### src/rtl/sr_write_pkg.sv
package sr_write_pkg;
  localparam int unsigned STAT_W = 24;
  localparam int unsigned BYTE_W = 8;
  localparam int unsigned N_BYTES = STAT_W / BYTE_W;
  localparam int unsigned FRAME_W = 2 * BYTE_W;

  localparam logic [7:0] OP_WREN   = 8'h06;
  localparam logic [7:0] OP_WR_B0  = 8'h01;
  localparam logic [7:0] OP_WR_B1  = 8'h31;
  localparam logic [7:0] OP_WR_B2  = 8'h11;

  // bits a write can never alter (bits 1:0 are live flags)
  localparam logic [STAT_W-1:0] RO_MASK = 24'h1B8403;

  typedef enum logic [1:0] {SEL_B0, SEL_B1, SEL_B2, SEL_NONE} byte_sel_e;

  function automatic byte_sel_e decode_sel(input logic [7:0] op);
    case (op)
      OP_WR_B0: return SEL_B0;
      OP_WR_B1: return SEL_B1;
      OP_WR_B2: return SEL_B2;
      default:  return SEL_NONE;
    endcase
  endfunction
endpackage

### src/rtl/sr_frame_rx.sv
module sr_frame_rx #(
  parameter int unsigned FRAME_W = 16,
  parameter int unsigned CNT_W   = 6
) (
  input  logic               clk,
  input  logic               rst_n,
  input  logic               cs_n,
  input  logic               sclk,
  input  logic               qpi_mode,
  input  logic [3:0]         io_in,
  output logic               frame_end,
  output logic [CNT_W-1:0]   nbits,
  output logic [FRAME_W-1:0] word
);
  localparam logic [CNT_W-1:0] CNT_MAX = '1;

  logic               cs_r1, cs_r2, sck_r1, sck_r2, qpi_r1;
  logic [3:0]         io_r1;
  logic [FRAME_W-1:0] sh_q, sh_n;
  logic [CNT_W-1:0]   cnt_q, cnt_n;
  logic               sck_rise;

  assign sck_rise  = sck_r1 & ~sck_r2 & ~cs_r1;
  assign frame_end = cs_r1 & ~cs_r2;
  assign nbits     = cnt_q;
  assign word      = sh_q;

  always_comb begin
    sh_n  = sh_q;
    cnt_n = cnt_q;
    if (cs_r2) begin
      cnt_n = '0;
    end else if (sck_rise) begin
      if (qpi_r1) begin
        sh_n  = {sh_q[FRAME_W-5:0], io_r1};
        cnt_n = (cnt_q > CNT_MAX - 4) ? CNT_MAX : cnt_q + 4;
      end else begin
        sh_n  = {sh_q[FRAME_W-2:0], io_r1[0]};
        cnt_n = (cnt_q == CNT_MAX) ? CNT_MAX : cnt_q + 1;
      end
    end
  end

  always_ff @(posedge clk or negedge rst_n) begin
    if (!rst_n) begin
      cs_r1  <= 1'b1;
      cs_r2  <= 1'b1;
      sck_r1 <= 1'b0;
      sck_r2 <= 1'b0;
      qpi_r1 <= 1'b0;
      io_r1  <= '0;
      sh_q   <= '0;
      cnt_q  <= '0;
    end else begin
      cs_r1  <= cs_n;
      cs_r2  <= cs_r1;
      sck_r1 <= sclk;
      sck_r2 <= sck_r1;
      qpi_r1 <= qpi_mode;
      io_r1  <= io_in;
      sh_q   <= sh_n;
      cnt_q  <= cnt_n;
    end
  end
endmodule

### src/rtl/sr_busy_timer.sv
module sr_busy_timer #(
  parameter int unsigned TW_CYCLES = 200,
  localparam int unsigned CW = $clog2(TW_CYCLES + 1)
) (
  input  logic clk,
  input  logic rst_n,
  input  logic start,
  output logic busy,
  output logic done
);
  localparam logic [CW-1:0] LOAD = CW'(TW_CYCLES - 1);

  logic [CW-1:0] cnt_q, cnt_n;
  logic          busy_q, busy_n;

  assign busy = busy_q;
  assign done = busy_q && (cnt_q == '0);

  always_comb begin
    cnt_n  = cnt_q;
    busy_n = busy_q;
    if (start) begin
      cnt_n  = LOAD;
      busy_n = 1'b1;
    end else if (done) begin
      busy_n = 1'b0;
    end else if (busy_q) begin
      cnt_n = cnt_q - 1'b1;
    end
  end

  always_ff @(posedge clk or negedge rst_n) begin
    if (!rst_n) begin
      cnt_q  <= '0;
      busy_q <= 1'b0;
    end else begin
      cnt_q  <= cnt_n;
      busy_q <= busy_n;
    end
  end
endmodule

### src/rtl/sr_cmd_exec.sv
module sr_cmd_exec
  import sr_write_pkg::*;
#(
  parameter int unsigned CNT_W = 6
) (
  input  logic               clk,
  input  logic               rst_n,
  input  logic               frame_end,
  input  logic [CNT_W-1:0]   nbits,
  input  logic [FRAME_W-1:0] word,
  input  logic               wp_n,
  input  logic               busy,
  input  logic               done,
  output logic               start,
  output logic               wel,
  output logic [STAT_W-1:2]  stored
);
  logic [STAT_W-1:2] st_q, st_n;
  logic              wel_q, wel_n;
  logic [STAT_W-1:0] cur;
  logic              hw_lock;
  byte_sel_e         sel;

  assign cur     = {st_q, 2'b00};
  assign hw_lock = ~cur[8] & cur[7] & ~wp_n;
  assign sel     = decode_sel(word[FRAME_W-1:BYTE_W]);
  assign wel     = wel_q;
  assign stored  = st_q;

  always_comb begin
    logic [STAT_W-1:0] upd;
    upd   = cur;
    st_n  = st_q;
    wel_n = wel_q;
    start = 1'b0;
    if (done) wel_n = 1'b0;
    if (frame_end && !busy) begin
      if (nbits == CNT_W'(BYTE_W) && word[BYTE_W-1:0] == OP_WREN) begin
        wel_n = 1'b1;
      end else if (nbits == CNT_W'(FRAME_W) && sel != SEL_NONE && wel_q && !hw_lock) begin
        start = 1'b1;
        for (int b = 0; b < int'(N_BYTES); b++) begin
          if (int'(sel) == b) begin
            upd[b*BYTE_W +: BYTE_W] = (cur[b*BYTE_W +: BYTE_W] & RO_MASK[b*BYTE_W +: BYTE_W])
                                    | (word[BYTE_W-1:0] & ~RO_MASK[b*BYTE_W +: BYTE_W]);
          end
        end
        st_n = upd[STAT_W-1:2];
      end
    end
  end

  always_ff @(posedge clk or negedge rst_n) begin
    if (!rst_n) begin
      st_q  <= '0;
      wel_q <= 1'b0;
    end else begin
      st_q  <= st_n;
      wel_q <= wel_n;
    end
  end
endmodule

### src/rtl/sr_write_engine.sv
module sr_write_engine
  import sr_write_pkg::*;
#(
  parameter int unsigned TW_CYCLES = 200,
  localparam int unsigned CNT_W = 6
) (
  input  logic              clk,
  input  logic              rst_n,
  input  logic              cs_n,
  input  logic              sclk,
  input  logic              qpi_mode,
  input  logic [3:0]        io_in,
  input  logic              wp_n,
  output logic [STAT_W-1:0] status
);
  logic               frame_end, start, busy, done, wel;
  logic [CNT_W-1:0]   nbits;
  logic [FRAME_W-1:0] word;
  logic [STAT_W-1:2]  stored;

  sr_frame_rx #(.FRAME_W(FRAME_W), .CNT_W(CNT_W)) u_rx (
    .clk(clk), .rst_n(rst_n), .cs_n(cs_n), .sclk(sclk), .qpi_mode(qpi_mode),
    .io_in(io_in), .frame_end(frame_end), .nbits(nbits), .word(word)
  );

  sr_cmd_exec #(.CNT_W(CNT_W)) u_exec (
    .clk(clk), .rst_n(rst_n), .frame_end(frame_end), .nbits(nbits), .word(word),
    .wp_n(wp_n), .busy(busy), .done(done), .start(start), .wel(wel), .stored(stored)
  );

  sr_busy_timer #(.TW_CYCLES(TW_CYCLES)) u_timer (
    .clk(clk), .rst_n(rst_n), .start(start), .busy(busy), .done(done)
  );

  assign status = {stored, wel, busy};
endmodule

### config.mk
export PLATFORM = sky130hd
export DESIGN_NAME = sr_write_engine
export DESIGN_NICKNAME = d
export VERILOG_FILES = /design/src/rtl/sr_write_pkg.sv /design/src/rtl/sr_frame_rx.sv /design/src/rtl/sr_busy_timer.sv /design/src/rtl/sr_cmd_exec.sv /design/src/rtl/sr_write_engine.sv
export SDC_FILE = /design/constraint.sdc
export NUM_CORES = 1
export LEC_CHECK = 0
export BUFFER_PORTS_ARGS = -buffer_cell sky130_fd_sc_hd__buf_2
export CORE_ASPECT_RATIO = 1.1
export CORE_UTILIZATION = 57
export CTS_CLUSTER_SIZE = 24
export DETAILED_ROUTE_END_ITERATION = 8
export PLACE_DENSITY = 0.79
export SLEW_MARGIN = 20
export SYNTH_ARGS = -nofsm -noshare
export SYNTH_HDL_FRONTEND = slang
export SYNTH_SLANG_ARGS = --single-unit
### constraint.sdc
create_clock -name clk -period 2.25 [get_ports clk]
set_input_delay 0.3375 -clock clk [delete_from_list [all_inputs] [get_ports clk]]
set_output_delay 0.3375 -clock clk [all_outputs]
set_load 0.005 [all_outputs]
==> results of run 1 <==
==> routing by layer <==
metal / GRT usage (%) / routed length [µm] / up-vias
li1: - / - / 909
met1: 27.1 / 2390 / 921
met2: 33.8 / 2450 / 40
met3: 5.45 / 158 / 11
met4: 10.9 / 108 / 0
met5: 0 / 0 / -
==> synth_stat cells (all sizes together) (5+ instances only) <==
cell | number | area (µm²)
dfrtp | 55 | 1380
nor2 | 21 | 78.8
a21oi | 18 | 90.1
buf | 17 | 111
mux2 | 17 | 191
mux2i | 16 | 160
nand2 | 12 | 45.0
inv | 10 | 37.5
o21ai | 10 | 65.1
and2 | 7 | 43.8
ha | 7 | 87.6
xnor2 | 6 | 52.6
o211ai | 5 | 42.5
==> cell type report <==
| type | count | area, µm² |
|---|---|---|
| fill | 349 | 1490 |
| inverter | 10 | 37.5 |
| clock inverter | 5 | 103 |
| tap | 56 | 70.1 |
| multi-input combinational | 163 | 1190 |
| sequential | 57 | 1430 |
| clock buffer | 11 | 141 |
| timing repair buffer | 33 | 195 |
==> state kept, by name (all words and copies together), names as in the netlist, 4 cells and up <==
signal and count:
u_exec.stored 16, u_rx.io_r1 4, u_rx.nbits 6, u_rx.word 16, u_timer.cnt_q 8
==> power groups by stage <==
stage          sequential (µW)  combinational (µW)  clock (µW)
2_1_floorplan             1220                 181           0
3_3_place_gp              1260                 220           0
3_5_place_dp              1270                 230           0
4_1_cts                   1250                 238        1180
5_1_grt                   1270                 266        1220
6_report                  1250                 233        1170
==> path summary, 6_finish.rpt <==
path | to | cells after the start | slack [ps] | startpoint
max | u_timer.cnt_q[2] | 6 | 360 | u_timer.cnt_q[0]
min | u_rx.io_r1[1] | 1 | 100 | io_in[1]
max reg2reg | u_timer.cnt_q[2] | 6 | 360 | u_timer.cnt_q[0]
min reg2reg | u_rx.sck_r2 | 0 | 370 | u_rx.sck_r1
max in group asynchronous | u_rx.cs_r1 | 3 | 1250 | rst_n
min in group asynchronous | u_exec.stored[6] | 2 | 400 | rst_n
==> cells by family after synthesis <==
| logic type | count (synthesis) |
|---|---|
| flops | 57 |
| simple gates | 66 |
| buf+inv | 27 |
| mux | 33 |
| compound gates | 45 |
| fa+ha+maj | 7 |
| other cells | 1 |
| xor+xnor | 6 |
==> timing repair <==
action | in CTS | in global routing
setup endpoints to repair | 0 | 0
setup buffers | 0 | 0
hold buffers | 1 | 0
hold endpoints to repair | 9 | 0
==> through the flow <==
stage	utilization (%)	total power, µW	cells
floorplan	-	1400	247
global placement	62.6	1480	318
detailed placement	62.6	1500	318
CTS	68.1	2670	335
global route	68.1	2750	335
finish	68.1	2660	335
==> impl_metrics.ini, run 1 <==
[outcome]
status = complete, no violations

[placement]
preCtsSetupSlack_ps = 370
hpwl_um = 3460
placed_cell_area_um2 = 2910
place_congestion = 0.820
portBuffers = 27

[setup_path]
crit_buf_inv = 1
criticalPathCategory = register to register
crit_path_top_delay_cell = or3b_2
crit_family = simple AND/OR/NAND/NOR gates
worstPathRequired_ps = 2440
cpPeakStageDelay_ps = 570
path_cells = inv_1 > ha_1 > or3b_2 > o21bai_1 > xnor2_1 > nand2_1
arrival_ps = 2080
crit_fanout = 6
startpoint_type = register
end_kind = register

[floorplanning]
start_util_pct = 59.1
die_area_um2 = 5110
fp.dieH_um = 74.9
core_um2 = 4650
top_level_ports = 34
fp-row-count = 26
die_width_um = 68.2

[yosys]
synth_cell_types = 49
synth_area_um2 = 2750
synth_xor_area_share_pct = 1.91
syn_inst = 242
synth_edf_count = 0
avgSynthCellArea_um2 = 11.4
ys_seq_elements = 57
synth_compound_area_share_pct = 10.9
synthArstFlopShare_pct = 100
ys.flop_type = dfrtp_1
synth_top_family_by_area = simple AND/OR/NAND/NOR gates
yosys_warnings = 0
synth_fa_ha_area_share_pct = 3.18
muxShareOfSynthArea_pct = 12.8
synthSimpleGateAreaFrac_pct = 13.7
ys_seq_area_share_pct = 52.0

[cells_and_area]
design_area_um2 = 3170
final_cell_mix = dfrtp_1 (55), buf_2 (27), nor2_1 (21)
finalNetCount = 291
final_common_cell = dfrtp_1
drive_above_1_share_pct = 27.6
syn2layout_area_growth_pct = 15.2
antenna_cells = 0

[route]
routedWlPerCell_um = 15.3
drc = 0
ant_nets = 0
drt-total-wl_um = 5110
num_vias = 1881
drt_pre_antenna_iters = 4
viasPerCell = 5.61
drt-initial-drc-count = 121

[global_routing]
track_usage_pct = 21.4
grt_pass1_wl_um = 7910
grt_pass1_vias = 1770
overflow = 0
antenna_found_initial = 0
grt_max_degree = 30

[pwr]
power_switching_uw = 661
p_int_uw = 2000
vdd_ir_drop_max_mv = 0.529
p_leak_uw = 0.00151
p_sw_share_pct = 24.9
p_seq_share_pct = 47.2
share_comb_of_total_power_pct = 8.8
clkPwrFrac_pct = 44.0
power_density_nw_per_um2 = 839

[cts]
clkSinkCount = 57
clk_latency_ps = 340
root_buffer = clkbuf_8
clk_pin_slew_worst_paths_ps = 70
clock_path_buffers = 2
htreeDepth = 3
cts.repair.resized = 0
tritoncts = yes
numCtsBuffers = 9

[timing]
hold_viol = 0
worst_slack_ps = 356
fin_crit_ps = 1890
fin_tns_setup_ps = 0
period_share_pct = 84.2
finClkSkew_ps = 9.03
finalSetupViolCount = 0
max_freq_ghz = 0.528
drv_slew = 0
tightestPinTransition_ps = 660
relSlewSlack_pct = 56.0
grt_setup_unrepaired = false
holdWs_ps = 101

[flow_run]
cap_viol_max_count = 0

[hold_path]
hold_class = primary input to register
No activity file was read; power rests on OpenSTA's default activity.
==> run 2, diff against run 1 <==
==> constraint.sdc (replaced) <==
create_clock -name clk -period 1.9 [get_ports clk]
set_input_delay 0.285 -clock clk [delete_from_list [all_inputs] [get_ports clk]]
set_output_delay 0.285 -clock clk [all_outputs]
set_load 0.005 [all_outputs]
==> impl_metrics.ini, run 2 (same netlist as run 1, synthesis figures left out) <==
[route]
ant_nets = 0
viasPerCell = 5.69
drt-initial-drc-count = 89
drc = 0
routedWlPerCell_um = 15.7
drt-total-wl_um = 5370
drt_pre_antenna_iters = 4
num_vias = 1939

[timing]
period_share_pct = 96.0
finClkSkew_ps = 10.8
worst_slack_ps = 76.4
holdWs_ps = 41.0
fin_crit_ps = 1820
fin_tns_setup_ps = 0
finalSetupViolCount = 0
drv_slew = 0
max_freq_ghz = 0.548
hold_viol = 0
grt_setup_unrepaired = false

[global_routing]
track_usage_pct = 23.8
antenna_found_initial = 0
grt.busiest_layer = met2
grt_util_met1_pct = 30.4
grt_use_met3_pct = 8.64
grt_pass1_wl_um = 8580
grt_max_degree = 58
met2_usage_pct = 35.9
grt_pass1_vias = 1823
overflow = 0

[outcome]
status = complete, no violations

[hold_path]
hold_class = primary input to register
min_from = cs_n
hold_end = u_rx.cs_r1
hold_depth = 1

[setup_path]
rrSetupSlack_ps = 80
arrival_ps = 2050
end_kind = register
worstPathRequired_ps = 2120
worstReg2RegStart = u_timer.cnt_q[0]
worst_r2r_endpoint = u_timer.cnt_q[3]
reg2reg_depth = 6
crit_fanout = 6
criticalPathCategory = register to register
startpoint_type = register

[placement]
portBuffers = 27
place_congestion = 0.797
hpwl_um = 3550
preCtsSetupSlack_ps = 119

[cells_and_area]
finalNetCount = 297
fillerInstances = 330
syn2layout_area_growth_pct = 15.9
final_cell_mix = dfrtp_1 (55), buf_2 (27), nor2_1 (21)
utilization_pct = 68.5
final_common_cell = dfrtp_1
antenna_cells = 0
drive_above_1_share_pct = 29.5

[pwr]
total_power_uw = 2980
p_leak_uw = 0.00153
p_seq_share_pct = 49.7
p_int_uw = 2190
power_switching_uw = 788
vdd_ir_drop_max_mv = 0.595
p_sw_share_pct = 26.4
share_comb_of_total_power_pct = 9.5
clkPwrFrac_pct = 40.8
power_density_nw_per_um2 = 935

[flow_run]
cap_viol_max_count = 0

[cts]
root_buffer = clkbuf_8
numCtsBuffers = 9
cts_setup_buffers = 0
clkSinkCount = 57
clock_path_buffers = 2
clk_latency_ps = 340
clk_pin_slew_worst_paths_ps = 70
tritoncts = yes
htreeDepth = 3

[floorplanning]
fp.dieH_um = 74.9
core_um2 = 4650
die_area_um2 = 5110
die_width_um = 68.2
start_util_pct = 59.1
fp-row-count = 26
top_level_ports = 34
==> run 2: final cells by class <==
type,count,area (µm²),share of cell area [%]
Multi-Input combinational cell,163,1200,37.7
Tap cell,56,70.1,2.20
Clock inverter,6,82.6,2.59
Timing Repair Buffer,39,240,7.54
Sequential cell,57,1430,44.8
Clock buffer,10,128,4.00
Inverter,10,37.5,1.18
==> run 2: routing by layer <==
layer / up-vias / routed length (µm)
met3: 5 / 224
met1: 973 / 2390
met4: 0 / 61
met2: 43 / 2690
met5: - / 0
li1: 918 / -
==> run 2: power groups by stage <==
stage	combinational [µW]	sequential (µW)	clock, µW
finish	284	1480	1220
global route	326	1500	1290
CTS	286	1480	1240
detailed placement	282	1500	0
global placement	269	1490	0
floorplan	215	1440	0
==> run 2: worst max-delay path by stage <==
stage | from | depth (start not counted) | to
6_report | u_timer.cnt_q[0] | 6 | u_timer.cnt_q[3]
5_1_grt | u_timer.cnt_q[0] | 6 | u_timer.cnt_q[3]
4_1_cts | u_timer.cnt_q[0] | 6 | u_timer.cnt_q[2]
3_5_place_dp | u_rx.nbits[2] | 6 | u_exec.stored[7]
3_3_place_gp | u_rx.nbits[2] | 6 | u_exec.stored[7]
2_1_floorplan | u_timer.cnt_q[0] | 7 | u_timer.cnt_q[5]
==> run 2: metrics by stage <==
stage,instances,area [µm²]
6_report,341,3190
5_1_grt,341,3190
4_1_cts,341,3180
3_5_place_dp,324,2960
3_3_place_gp,324,2960
2_1_floorplan,247,2770
==> run 2: repair_timing <==
item                                   in CTS  in global routing
gates resized for setup                     0                  2
hold buffers                                1                  0
endpoints found under the hold margin      55                  0
setup endpoints to repair                   0                  3
==> run 2: critical path, stage by stage, from the launching register on <==
cell,delay (ps)
dfrtp_1,380
inv_1,120
ha_1,180
or3b_2,570
o211ai_2,220
xnor2_1,90
and2_1,160
